File: config.mk
export PLATFORM = sky130hd
export DESIGN_NAME = pkt_rx_buffer
export DESIGN_NICKNAME = d
export VERILOG_FILES = /design/src/rtl/pkt_rx_buffer_pkg.sv /design/src/rtl/pkt_rx_store.sv /design/src/rtl/pkt_rx_eop_tracker.sv /design/src/rtl/pkt_rx_avail_gen.sv /design/src/rtl/pkt_rx_buffer.sv
export SDC_FILE = /design/constraint.sdc
export NUM_CORES = 1
export LEC_CHECK = 0
export ABC_AREA = 1
export BUFFER_PORTS_ARGS = -buffer_cell sky130_fd_sc_hd__buf_2
export CAP_MARGIN = 15
export CORE_ASPECT_RATIO = 1.75
export CORE_MARGIN = 10
export CORE_UTILIZATION = 45
export DETAILED_ROUTE_END_ITERATION = 8
export GPL_TIMING_DRIVEN = 1
export HOLD_SLACK_MARGIN = 0.15
export SETUP_SLACK_MARGIN = 0.05
export SLEW_MARGIN = 20
export SYNTH_ARGS = -nofsm -noshare
export SYNTH_HDL_FRONTEND = slang
export SYNTH_HIERARCHICAL = 1
export SYNTH_SLANG_ARGS = --single-unit
export TNS_END_PERCENT = 30
File: constraint.sdc
create_clock -name clk -period 7.4 [get_ports clk]
set_input_delay 1.11 -clock clk [delete_from_list [all_inputs] [get_ports clk]]
set_output_delay 1.11 -clock clk [all_outputs]
set_load 0.01 [all_outputs]
File: src/rtl/pkt_rx_buffer_pkg.sv
package pkt_rx_buffer_pkg;

  typedef enum logic {
    AVAIL_LEVEL_ONLY   = 1'b0,
    AVAIL_LEVEL_OR_EOP = 1'b1
  } avail_mode_e;

  localparam int unsigned SIDE_FLAG_BITS = 3;

endpackage

File: src/rtl/pkt_rx_store.sv
module pkt_rx_store #(
  parameter int unsigned DEPTH   = 16,
  parameter int unsigned ENTRY_W = 48,
  localparam int unsigned PTR_W  = (DEPTH > 1) ? $clog2(DEPTH) : 1,
  localparam int unsigned CNT_W  = $clog2(DEPTH + 1)
) (
  input  logic               clk,
  input  logic               rst_n,
  input  logic               wr_req,
  input  logic [ENTRY_W-1:0] wr_word,
  input  logic               rd_req,
  output logic               push_ok,
  output logic               pop_ok,
  output logic [ENTRY_W-1:0] head_word,
  output logic [CNT_W-1:0]   level
);

  logic [ENTRY_W-1:0] mem [DEPTH];
  logic [PTR_W-1:0]   wr_ptr;
  logic [PTR_W-1:0]   rd_ptr;
  logic               full;
  logic               empty;

  assign full      = (level == CNT_W'(DEPTH));
  assign empty     = (level == '0);
  assign push_ok   = wr_req && !full;
  assign pop_ok    = rd_req && !empty;
  assign head_word = mem[rd_ptr];

  always_ff @(posedge clk) begin
    if (push_ok) mem[wr_ptr] <= wr_word;
  end

  always_ff @(posedge clk) begin
    if (!rst_n) begin
      wr_ptr <= '0;
      rd_ptr <= '0;
      level  <= '0;
    end else begin
      if (push_ok) begin
        if (wr_ptr == PTR_W'(DEPTH - 1)) wr_ptr <= '0;
        else                             wr_ptr <= wr_ptr + 1'b1;
      end
      if (pop_ok) begin
        if (rd_ptr == PTR_W'(DEPTH - 1)) rd_ptr <= '0;
        else                             rd_ptr <= rd_ptr + 1'b1;
      end
      case ({push_ok, pop_ok})
        2'b10:   level <= level + 1'b1;
        2'b01:   level <= level - 1'b1;
        default: level <= level;
      endcase
    end
  end

  // the stored count never exceeds the depth
  a_r7_no_overflow: assert property (@(posedge clk) disable iff (!rst_n)
    level <= CNT_W'(DEPTH));

  // a write into a full buffer with no read leaves it full, not beyond
  a_r7_drop_keeps_full: assert property (@(posedge clk) disable iff (!rst_n)
    (wr_req && full && !rd_req) |=> (level == CNT_W'(DEPTH)));

  // a simultaneous write and read on a partly filled buffer keeps the count
  a_r10_level_steady: assert property (@(posedge clk) disable iff (!rst_n)
    (wr_req && rd_req && !full && !empty) |=> $stable(level));

endmodule

File: src/rtl/pkt_rx_eop_tracker.sv
module pkt_rx_eop_tracker #(
  parameter int unsigned DEPTH  = 16,
  localparam int unsigned CNT_W = $clog2(DEPTH + 1)
) (
  input  logic             clk,
  input  logic             rst_n,
  input  logic             eop_in,
  input  logic             eop_out,
  input  logic [CNT_W-1:0] level,
  output logic             eop_held
);

  logic [CNT_W-1:0] eop_cnt;

  always_ff @(posedge clk) begin
    if (!rst_n) begin
      eop_cnt <= '0;
    end else begin
      case ({eop_in, eop_out})
        2'b10:   eop_cnt <= eop_cnt + 1'b1;
        2'b01:   eop_cnt <= eop_cnt - 1'b1;
        default: eop_cnt <= eop_cnt;
      endcase
    end
  end

  assign eop_held = (eop_cnt != '0);

  // the end-of-packet tally can never exceed the number of stored words
  a_r5_eop_bound: assert property (@(posedge clk) disable iff (!rst_n)
    eop_cnt <= level);

endmodule

File: src/rtl/pkt_rx_avail_gen.sv
module pkt_rx_avail_gen
  import pkt_rx_buffer_pkg::*;
#(
  parameter int unsigned DEPTH  = 16,
  localparam int unsigned CNT_W = $clog2(DEPTH + 1)
) (
  input  logic             clk,
  input  logic             rst_n,
  input  logic [CNT_W-1:0] cfg_low_level,
  input  logic             cfg_eop_mode,
  input  logic [CNT_W-1:0] level,
  input  logic             eop_held,
  output logic             avail
);

  logic [CNT_W-1:0] low_q;
  avail_mode_e      mode_q;
  logic             above_low;
  logic             eop_force;

  // configuration is captured only while reset is held
  always_ff @(posedge clk) begin
    if (!rst_n) begin
      low_q  <= cfg_low_level;
      mode_q <= avail_mode_e'(cfg_eop_mode);
    end
  end

  assign above_low = (level > low_q);
  assign eop_force = (mode_q == AVAIL_LEVEL_OR_EOP) && eop_held;
  assign avail     = above_low || eop_force;

  // with the override off, the flag follows the level comparison only
  a_r4_level_only: assert property (@(posedge clk) disable iff (!rst_n)
    (mode_q == AVAIL_LEVEL_ONLY && level <= low_q) |-> !avail);

  // a held end-of-packet word raises the flag in override mode
  a_r5_eop_override: assert property (@(posedge clk) disable iff (!rst_n)
    (mode_q == AVAIL_LEVEL_OR_EOP && eop_held) |-> avail);

endmodule

File: src/rtl/pkt_rx_buffer.sv
module pkt_rx_buffer
  import pkt_rx_buffer_pkg::*;
#(
  parameter int unsigned DATA_BYTES = 4,
  parameter int unsigned DEPTH      = 16,
  parameter int unsigned ID_W       = 8,
  localparam int unsigned DATA_W    = 8 * DATA_BYTES,
  localparam int unsigned EMPTY_W   = (DATA_BYTES > 1) ? $clog2(DATA_BYTES) : 1,
  localparam int unsigned CNT_W     = $clog2(DEPTH + 1)
) (
  input  logic               clk,
  input  logic               rst_n,
  input  logic [CNT_W-1:0]   cfg_low_level,
  input  logic               cfg_eop_mode,
  input  logic               wr_valid,
  input  logic [DATA_W-1:0]  wr_data,
  input  logic               wr_sop,
  input  logic               wr_eop,
  input  logic               wr_err,
  input  logic [EMPTY_W-1:0] wr_empty,
  input  logic [ID_W-1:0]    wr_id,
  input  logic               rd_en,
  output logic               rd_valid,
  output logic [DATA_W-1:0]  rd_data,
  output logic               rd_sop,
  output logic               rd_eop,
  output logic               rd_err,
  output logic [EMPTY_W-1:0] rd_empty,
  output logic [ID_W-1:0]    rd_id,
  output logic               avail,
  output logic               empty_read,
  output logic               overflow
);

  localparam int unsigned ENTRY_W = DATA_W + SIDE_FLAG_BITS + EMPTY_W + ID_W;
  localparam int unsigned ID_LSB  = 0;
  localparam int unsigned EMP_LSB = ID_LSB + ID_W;
  localparam int unsigned ERR_BIT = EMP_LSB + EMPTY_W;
  localparam int unsigned EOP_BIT = ERR_BIT + 1;
  localparam int unsigned SOP_BIT = EOP_BIT + 1;
  localparam int unsigned DAT_LSB = SOP_BIT + 1;

  logic [ENTRY_W-1:0] wr_word;
  logic [ENTRY_W-1:0] head_word;
  logic               push_ok;
  logic               pop_ok;
  logic [CNT_W-1:0]   level;
  logic               eop_held;

  assign wr_word = {wr_data, wr_sop, wr_eop, wr_err, wr_empty, wr_id};

  pkt_rx_store #(
    .DEPTH   (DEPTH),
    .ENTRY_W (ENTRY_W)
  ) u_store (
    .clk       (clk),
    .rst_n     (rst_n),
    .wr_req    (wr_valid),
    .wr_word   (wr_word),
    .rd_req    (rd_en),
    .push_ok   (push_ok),
    .pop_ok    (pop_ok),
    .head_word (head_word),
    .level     (level)
  );

  pkt_rx_eop_tracker #(
    .DEPTH (DEPTH)
  ) u_eop (
    .clk      (clk),
    .rst_n    (rst_n),
    .eop_in   (push_ok && wr_eop),
    .eop_out  (pop_ok && head_word[EOP_BIT]),
    .level    (level),
    .eop_held (eop_held)
  );

  pkt_rx_avail_gen #(
    .DEPTH (DEPTH)
  ) u_avail (
    .clk           (clk),
    .rst_n         (rst_n),
    .cfg_low_level (cfg_low_level),
    .cfg_eop_mode  (cfg_eop_mode),
    .level         (level),
    .eop_held      (eop_held),
    .avail         (avail)
  );

  // read-side output register: one cycle from request to valid word
  always_ff @(posedge clk) begin
    if (!rst_n) begin
      rd_valid   <= 1'b0;
      rd_data    <= '0;
      rd_sop     <= 1'b0;
      rd_eop     <= 1'b0;
      rd_err     <= 1'b0;
      rd_empty   <= '0;
      rd_id      <= '0;
      empty_read <= 1'b0;
      overflow   <= 1'b0;
    end else begin
      rd_valid   <= pop_ok;
      empty_read <= rd_en && !pop_ok;
      overflow   <= wr_valid && !push_ok;
      if (pop_ok) begin
        rd_data  <= head_word[DAT_LSB +: DATA_W];
        rd_sop   <= head_word[SOP_BIT];
        rd_eop   <= head_word[EOP_BIT];
        rd_err   <= head_word[ERR_BIT];
        rd_empty <= head_word[EMP_LSB +: EMPTY_W];
        rd_id    <= head_word[SOP_BIT] ? head_word[ID_LSB +: ID_W] : '0;
      end
    end
  end

  // a request on an empty buffer gives no word and flags the empty read
  a_r6_empty_read: assert property (@(posedge clk) disable iff (!rst_n)
    (rd_en && level == '0) |=> (!rd_valid && empty_read));

  // no request, no valid word in the next cycle
  a_r3_idle_no_valid: assert property (@(posedge clk) disable iff (!rst_n)
    !rd_en |=> !rd_valid);

  // the tag is zero on any valid word that does not start a packet
  a_r8_id_masked: assert property (@(posedge clk) disable iff (!rst_n)
    (rd_valid && !rd_sop) |-> (rd_id == '0));

  // the overflow pulse only follows an offered write
  a_r7_overflow_cause: assert property (@(posedge clk) disable iff (!rst_n)
    !wr_valid |=> !overflow);

endmodule

==> reports/results.ini <==
[worst_setup_path]
crit_arrival_ns=4.37
reg2reg_setup_slack_ns=3.52
reg2reg_depth=18
cp-start-kind=flop
slowest_stage=dfxtp_4
cp.required_ns=7.90
cp-endpoint=u_eop/eop_cnt[4]$_SDFFE_PN0P_
setup.worst_path.end_class=flop
crit_type=reg2reg
r2r_end=u_eop/eop_cnt[4]$_SDFFE_PN0P_
worstPathCellList=buf_4 > o211ai_2 > nand3_1 > nand3_1 > nand2_1 > nand2_1 > inv_1 > ha_1 > nor2_1 > nor2_2 > ha_1 > clkinv_1 > nand2_1 > nand3_1 > nand3b_1 > nand3_1 > nand2_1 > inv_1
path_max_fanout=83
slowest_delay_ns=1.01

[floorplan]
die_w_um=224
start_util_pct=45.5
num_io_pins=104
core_area_mm2=0.0719
placementRows=130
die_h_um=377
die-area_mm2=0.0843

[global_routing]
grt_max_degree=269
grt.total_usage_pct=18.2
met2_usage_pct=32.2
grt_pass1_wl_mm=120
grt_use_met3_pct=2.57
antenna_found_initial=7
use_met1_pct=22.4
grt_pass1_vias=20100
grt.busiest_layer=met2
grt.overflow.total=0

[yosys]
syn_area_mm2=0.0327
syn_area_per_cell_um2=12.1
synth_top_area_share_pct=66.7
synthTopCellsByArea=edfxtp_1, nand2_1, inv_1
syn-num-nets=2780
yosysSeqAreaShare_pct=70.9
synthDistinctLibCells=32
syn_inst=2708
yosysWarnings=6
yosysTopAreaCell=edfxtp_1
synth-seq-cells=796

[layout]
utilization_pct=50.2
fillers=6200
layout_commonest_cell=edfxtp_1
drive_gt1_share_pct=10.3
syn_to_final_growth_pct=10.2
final_area_mm2=0.0361
most-common-layout-cells=edfxtp_1, nand2_1, inv_1
nNetsFinal=2829
stdcell_count=3742

[pwr]
p_comb_share_pct=21.0
seqPwrFrac_pct=46.7
p_sw_mw=3.43
p_leak_nw=13.3
p_sw_share_pct=30.0
powerDensity_mw_per_mm2=317
p_int_mw=8.01
clkPwrFrac_pct=32.3
peakVddDrop_uv=240

[timing]
tightest_slew_ns=1.07
finalClockSkew_ns=0.0195
fin_setup_tns_ns=0
fmax_mhz=258
finalHoldViolCount=0
slew_violations=0
period_needed_ns=3.88
slew_headroom_pct=28.9
rsz0062_at_grt=false
setup_violations=0
setup_ws_ns=3.52
fin_crit_sh_pct=52.4

[route]
drt_iter0_drc=1494
post_drt_wl_per_cell_um=20.9
ant_nets=0
drt-vias-per-instance=5.39
vias=20200
dr.pass1.iters=5
finalWirelength_mm=78.2
drc=0

[run]
maxCapViolations=0

[clock_network]
cts.sinks=796
clockRootBuffer=clkbuf_16
clock_latency_ns=0.61
cts_buffers=72
postCtsHoldBufs=0
cts_max_level=3
cts_buffer_depth=3
cts.repair.resized=0
tritoncts=yes
clkSlewWorstSetupHoldPaths_ns=0.06
cts_setup_buffers=0

[placement]
placed_area_mm2=0.0336
place_congestion=0.781
dp.cells=3605
io_buffers=103
pre_cts_ws_ns=3.56
hpwl_mm=41.3

[worst_hold_path]
min_path_type=reg2reg
min_path_cells=2

[run_status]
status=finished clean

cell type report:
| class | count | area, µm² | area share [%] |
|---|---|---|---|
| clock buffers | 102 | 2130 | 5.91 |
| multi-input cells | 1343 | 6980 | 19.4 |
| well taps | 924 | 1160 | 3.21 |
| flip-flops and latches | 796 | 23200 | 64.4 |
| repair buffers | 134 | 813 | 2.26 |
| clock inverters | 32 | 223 | 0.618 |
| inverters | 410 | 1540 | 4.27 |
| diodes | 1 | 2.50 | 0.00694 |
power by group through the flow:
stage | Combinational [mW] | Clock (mW) | Sequential (mW)
finish | 2.40 | 3.70 | 5.35
global route | 2.71 | 3.94 | 5.38
CTS | 2.40 | 3.78 | 5.35
detailed placement | 2.39 | 0 | 5.44
global placement | 2.33 | 0 | 5.44
floorplan | 1.94 | 0 | 5.36
synth_stat cells (all sizes together):
| library cell | instances |
|---|---|
| edfxtp | 726 |
| nand2 | 410 |
| inv | 409 |
| nand3 | 289 |
| a21oi | 194 |
| o21ai | 191 |
| o211ai | 180 |
| buf | 131 |
| dfxtp | 70 |
| nor2 | 39 |
| clkbuf | 28 |
| ha | 17 |
| nand4 | 10 |
| xor2 | 4 |
| nand3b | 3 |
| nor3 | 3 |
| xnor2 | 2 |
| clkinv | 1 |
| o21bai | 1 |
kinds of logic after synthesis:
kind of cell	share of synthesized area, %
AOI/OAI and AO/OA	10.2
xor gates and xnor gates	0.161
adders and majority gates	0.650
buffers and inverters	8.08
DFF	70.9
and+or+nand+nor	9.94
worst min path at each step:
stage	start	to	slack, ns
global placement	rd_data[26]$_SDFFE_PN0P_	rd_data[26]$_SDFFE_PN0P_	0.43
CTS	rd_data[25]$_SDFFE_PN0P_	rd_data[25]$_SDFFE_PN0P_	0.45
floorplan	rd_data[15]$_SDFFE_PN0P_	rd_data[15]$_SDFFE_PN0P_	0.47
detailed placement	rd_data[25]$_SDFFE_PN0P_	rd_data[25]$_SDFFE_PN0P_	0.43
global route	rd_empty[1]$_SDFFE_PN0P_	rd_empty[1]$_SDFFE_PN0P_	0.46
finish	rd_data[12]$_SDFFE_PN0P_	rd_data[12]$_SDFFE_PN0P_	0.44
state kept, by name (all words and copies together), names as in the netlist, named ones only:
signal / cells
rd_id: 8
u_avail/low_q: 5
empty_read: 1
u_eop/eop_cnt: 5
rd_err: 1
u_store/rd_ptr: 4
u_avail/mode_q: 1
rd_empty: 2
rd_valid: 1
u_store/wr_ptr: 4
rd_eop: 1
u_store/mem: 720
rd_sop: 1
overflow: 1
rd_data: 32
u_store/level: 5
metrics by stage:
stage | total power, mW | hold slack [ns]
after floorplan | 7.30 | 0.470
after global placement | 7.77 | 0.426
after detailed placement | 7.83 | 0.431
after CTS | 11.5 | 0.447
after global routing | 12.0 | 0.465
final | 11.4 | 0.444
metal layers:
layer  routed length (µm)  part of all wire, %
met5                   13                0.017
met4                 1960                  2.5
met2                40300                   51
met3                 4170                  5.3
met1                31800                   41
worst max-delay path: cells and delay by family, from the launching register on:
kind / cells / cell delay (ns)
flops: 1 / 1.01
simple gates: 11 / 1.09
buf+inv: 4 / 1.00
compound gates: 1 / 0.18
fa+ha+maj: 2 / 0.44
Power figures use the tool's default switching activity.
